--- src/rtl/bgwin_pkg.sv ---
package bgwin_pkg;

    // default geometry of the window set
    localparam int DEF_NWIN  = 3;
    localparam int DEF_ROW_W = 4;
    localparam int DEF_COL_W = 5;
    localparam int DEF_CLR_W = 3;

    // coverage of the fast-blank output
    typedef enum logic {
        FB_DOT_OR_WIN = 1'b0,
        FB_DOT_ONLY   = 1'b1
    } fb_mode_e;

endpackage

--- src/rtl/bgwin_hit.sv ---
// Decides whether one window covers the current cell (inclusive bounds).
module bgwin_hit #(
    parameter int ROW_W = 4,
    parameter int COL_W = 5
) (
    input  logic [ROW_W-1:0] cell_row,
    input  logic [COL_W-1:0] cell_col,
    input  logic [ROW_W-1:0] row_lo,
    input  logic [ROW_W-1:0] row_hi,
    input  logic [COL_W-1:0] col_lo,
    input  logic [COL_W-1:0] col_hi,
    input  logic             en,
    output logic             hit
);

    logic row_in;
    logic col_in;

    // an inverted range has no value that meets both compares
    always_comb begin
        row_in = (cell_row >= row_lo) && (cell_row <= row_hi);
        col_in = (cell_col >= col_lo) && (cell_col <= col_hi);
        hit    = en && row_in && col_in;
    end

endmodule

--- src/rtl/bgwin_prio.sv ---
// Fixed-precedence pick: lowest index wins.
module bgwin_prio #(
    parameter int NWIN  = 3,
    parameter int CLR_W = 3
) (
    input  logic [NWIN-1:0]       hit,
    input  logic [NWIN*CLR_W-1:0] clr,
    output logic [NWIN-1:0]       sel,
    output logic                  any,
    output logic [CLR_W-1:0]      clr_out
);

    logic taken;

    always_comb begin
        sel     = '0;
        clr_out = '0;
        taken   = 1'b0;
        for (int i = 0; i < NWIN; i++) begin
            if (hit[i] && !taken) begin
                sel[i]  = 1'b1;
                clr_out = clr[i*CLR_W +: CLR_W];
                taken   = 1'b1;
            end
        end
    end

    assign any = taken;

endmodule

--- src/rtl/bgwin_compositor.sv ---
module bgwin_compositor
    import bgwin_pkg::*;
#(
    parameter int NWIN  = DEF_NWIN,
    parameter int ROW_W = DEF_ROW_W,
    parameter int COL_W = DEF_COL_W,
    parameter int CLR_W = DEF_CLR_W
) (
    input  logic                  clk,
    input  logic                  rst_n,
    input  logic                  disp_en,
    input  logic [ROW_W-1:0]      cell_row,
    input  logic [COL_W-1:0]      cell_col,
    input  logic                  chr_on,
    input  logic [CLR_W-1:0]      chr_rgb,
    input  logic                  fb_mode,
    input  logic [NWIN-1:0]       win_en,
    input  logic [NWIN*ROW_W-1:0] win_row_lo,
    input  logic [NWIN*ROW_W-1:0] win_row_hi,
    input  logic [NWIN*COL_W-1:0] win_col_lo,
    input  logic [NWIN*COL_W-1:0] win_col_hi,
    input  logic [NWIN*CLR_W-1:0] win_clr,
    output logic [CLR_W-1:0]      rgb_out,
    output logic                  fblank_out,
    output logic                  htone_out
);

    typedef struct packed {
        logic [CLR_W-1:0] rgb;
        logic             fb;
        logic             ht;
    } pix_t;

    logic [NWIN-1:0]  win_hit;
    logic [NWIN-1:0]  win_sel;
    logic             win_any;
    logic [CLR_W-1:0] win_pick;
    logic [CLR_W-1:0] dot_rgb;
    logic [CLR_W-1:0] bg_rgb;
    fb_mode_e         mode;
    pix_t             pix_d;
    pix_t             pix_q;

    // one coverage test per window
    for (genvar g = 0; g < NWIN; g++) begin : g_win
        bgwin_hit #(
            .ROW_W (ROW_W),
            .COL_W (COL_W)
        ) u_hit (
            .cell_row (cell_row),
            .cell_col (cell_col),
            .row_lo   (win_row_lo[g*ROW_W +: ROW_W]),
            .row_hi   (win_row_hi[g*ROW_W +: ROW_W]),
            .col_lo   (win_col_lo[g*COL_W +: COL_W]),
            .col_hi   (win_col_hi[g*COL_W +: COL_W]),
            .en       (win_en[g]),
            .hit      (win_hit[g])
        );
    end

    bgwin_prio #(
        .NWIN  (NWIN),
        .CLR_W (CLR_W)
    ) u_prio (
        .hit     (win_hit),
        .clr     (win_clr),
        .sel     (win_sel),
        .any     (win_any),
        .clr_out (win_pick)
    );

    assign mode = fb_mode_e'(fb_mode);

    // next output value
    always_comb begin
        pix_d   = '0;
        dot_rgb = chr_on ? chr_rgb : '0;
        bg_rgb  = (win_any && !chr_on) ? win_pick : '0;
        if (disp_en) begin
            pix_d.rgb = dot_rgb | bg_rgb;
            pix_d.ht  = win_any && !chr_on;
            unique case (mode)
                FB_DOT_ONLY:   pix_d.fb = chr_on;
                FB_DOT_OR_WIN: pix_d.fb = chr_on || win_any;
                default:       pix_d.fb = chr_on;
            endcase
        end
    end

    always_ff @(posedge clk or negedge rst_n) begin
        if (!rst_n) begin
            pix_q <= '0;
        end else begin
            pix_q <= pix_d;
        end
    end

    assign rgb_out    = pix_q.rgb;
    assign fblank_out = pix_q.fb;
    assign htone_out  = pix_q.ht;

endmodule

--- config.mk ---
export PLATFORM = sky130hd
export DESIGN_NAME = bgwin_compositor
export DESIGN_NICKNAME = d
export VERILOG_FILES = /design/src/rtl/bgwin_pkg.sv /design/src/rtl/bgwin_hit.sv /design/src/rtl/bgwin_prio.sv /design/src/rtl/bgwin_compositor.sv
export SDC_FILE = /design/constraint.sdc
export NUM_CORES = 1
export LEC_CHECK = 0
export ABC_CLOCK_PERIOD_IN_PS = 800
export BUFFER_PORTS_ARGS = -buffer_cell sky130_fd_sc_hd__buf_2
export CAP_MARGIN = 0
export CELL_PAD_IN_SITES_DETAIL_PLACEMENT = 1
export CELL_PAD_IN_SITES_GLOBAL_PLACEMENT = 2
export CORE_MARGIN = 3
export CORE_UTILIZATION = 21
export DETAILED_ROUTE_END_ITERATION = 8
export GPL_TIMING_DRIVEN = 0
export PLACE_DENSITY = 0.86
export SETUP_SLACK_MARGIN = 0.15
export SLEW_MARGIN = 20
export SYNTH_ARGS = -nofsm -noshare
export SYNTH_HDL_FRONTEND = slang
export SYNTH_HIERARCHICAL = 1
export SYNTH_SLANG_ARGS = --single-unit
export TNS_END_PERCENT = 100
--- constraint.sdc ---
create_clock -name clk -period 0.8 [get_ports clk]
set_input_delay 0.08 -clock clk [delete_from_list [all_inputs] [get_ports clk]]
set_output_delay 0.08 -clock clk [all_outputs]
set_load 0.01 [all_outputs]
==> results.yml <==
timing:
  whs_ns: 0.119
  fmax_mhz: 587
  rsz0062_at_grt: "true"
  setup_viol: 5
  tightest_slew_ns: 0.227
  min_period_ns: 1.70
  maxSlewViolCount: 0
  max_slew_margin_pct: 84.8
  hold_viol: 0
  setup_tns_ns: -4.23
  fin_crit_sh_pct: 213
  fin_ws_ns: -0.904
clocking:
  cts_buffers: 3
  cts_num_sinks: 5
  root_buffer: "clkbuf_8"
  htreeDepth: 1
  cts_max_path_buffers: 2
  path_clk_slew_ns: 0.03
  cts_tree: "built"
power:
  p_int_mw: 1.31
  p_comb_share_pct: 64.4
  ir_drop_mv: 0.236
  clockPowerShare_pct: 22.7
  swShare_pct: 37.2
  p_per_area_mw_per_mm2: 753
  seq_power_share_pct: 12.9
  leakagePower_nw: 1.39
  power.switching_mw: 0.774
min_path:
  hold_start: "chr_rgb[1]"
  min_path_cells: 3
  hold_class: "primary input to register"
  hold_path_end: "rgb_out[1]"
status:
  outcome: "complete, but fails checks"
  violations: "setup timing"
placement:
  finalWeightedCongestion: 0.736
  port_buffers: 87
  dp_hpwl_um: 4560
  dp_slack_ns: -1.38
global_route:
  grt_util_met1_pct: 12.6
  antenna_found_initial: 0
  grt.total_usage_pct: 11.2
  grt-busiest-layer: "met2"
  grt_pass1_wl_um: 7940
  grt-ovfl-total: 0
  grt_pass1_vias: 1874
  use_met2_pct: 22.4
  grt_max_degree: 8
  grt_use_met3_pct: 1.13
logic_synthesis:
  synth_area_mm2: 0.00160
  ys_warn_count: 6
  synth_area_per_cell_um2: 7.52
  synth_cells: 212
  synth_nets: 349
die:
  die_area_mm2: 0.00868
  core-area_mm2: 0.00733
  placementRows: 31
  die_h_um: 93.2
  die_w_um: 93.2
  start_util_pct: 21.8
  design.portCount: 88
route:
  antenna_left: 0
  drtPass1Iterations: 2
  vias: 1816
  wire_per_inst_um: 12.9
  drc: 0
  drtIter0Drc: 10
  vias_per_cell: 4.44
  wirelength_um: 5270
finish:
  diodes: 0
  syn_to_final_growth_pct: 73.0
  nFillCells: 876
  nNetsFinal: 448
  drive_gt1_share_pct: 53.2
critical_path:
  cp.arrival_ns: 1.81
  cp_slowest_cell: "or3_4"
  crit_type: "primary input to register"
  path_max_fanout: 6
  slowest_delay_ns: 0.38
  startpoint_type: "primary input"
  crit_start: "cell_col[1]"
  end_kind: "register"
  cp.required_ns: 0.91
  cp_cell_sequence: "buf_12 -> ha_4 -> nor2b_4 -> o21a_1 -> o21ai_2 -> a21oi_2 -> nor3_4 -> buf_6 -> or3_4 -> nor2b_4 -> o21a_1"
flow_run:
  maxCapViolations: 0
[routing by layer]
layer | share of wire [%] | vias to the layer above
met2 | 54 | 46
met3 | 4.5 | 4
met1 | 41 | 843
li1 | - | 923
met5 | 0 | -
met4 | 0.59 | 0
[placed cells by master, fill, tap and decap left out, drive strengths merged]
| cell | n |
|---|---|
| buf | 92 |
| ha | 54 |
| inv | 52 |
| a21oi | 24 |
| o21ai | 17 |
| nor2b | 10 |
| nand2 | 9 |
| o21a | 7 |
| nor2 | 7 |
| nand3 | 6 |
| nand4 | 6 |
| dfrtp | 5 |
| clkbuf | 5 |
| mux2i | 3 |
| a22o | 3 |
| nor3 | 3 |
| nand3b | 3 |
| o31ai | 1 |
| nand2b | 1 |
| dlygate4sd3 | 1 |
| or3 | 1 |
[final cells by class]
type	count	area, µm²	share of cell area, %
flip-flops and latches	5	125	4.53
repair buffers	94	576	20.9
multi-input cells	155	1660	60.2
inverters	52	230	8.34
clock buffers	4	45.0	1.63
well taps	99	124	4.49
[power by group through the flow]
stage	Combinational, mW	Sequential [mW]	Clock [mW]
2_1_floorplan	0.660	0.278	0
6_report	1.34	0.268	0.472
3_3_place_gp	1.08	0.271	0
4_1_cts	1.27	0.268	0.485
3_5_place_dp	1.14	0.271	0
5_1_grt	1.50	0.268	0.507
[sequential cells by signal, indices dropped and copies added, names as in the netlist]
| signal | flops |
|---|---|
| fblank_out | 1 |
| htone_out | 1 |
| rgb_out | 3 |
[what timing repair did]
action | 4_1_cts | 5_1_grt
buffers inserted | 5 | 1
gates cloned | 0 | 0
hold buffers | 1 | 0
setup endpoints to repair | 10 | 10
pin swaps | 23 | 9
endpoints found under the hold margin | 5 | 0
resized for setup | 34 | 22
[worst max-delay path, delay by kind of cell]
kind / cells / cell delay (ns)
AO/OA/AOI/OAI: 4 / 0.54
adder cells (fa/ha/maj): 1 / 0.26
buffers and inverters: 2 / 0.25
AND/OR/NAND/NOR: 4 / 0.68
[worst max path at each step]
stage                       endpoint  slack (ns)  cells past startpoint
after floorplan           fblank_out       -0.87                     10
after global placement    rgb_out[1]       -1.31                     12
after detailed placement  rgb_out[1]       -1.38                     12
after CTS                 fblank_out       -0.92                     11
after global routing      rgb_out[1]       -0.99                     12
final                     fblank_out       -0.90                     11
[stage by stage]
stage          total power [mW]  util, %  cell area (µm²)  cells
2_1_floorplan             0.938        -             1850    212
3_3_place_gp               1.35     32.8             2400    398
3_5_place_dp               1.41     32.8             2400    398
4_1_cts                    2.03     35.9             2630    408
5_1_grt                    2.28     37.7             2760    409
6_report                   2.08     37.7             2760    409
(Power assumes the default switching activity.)
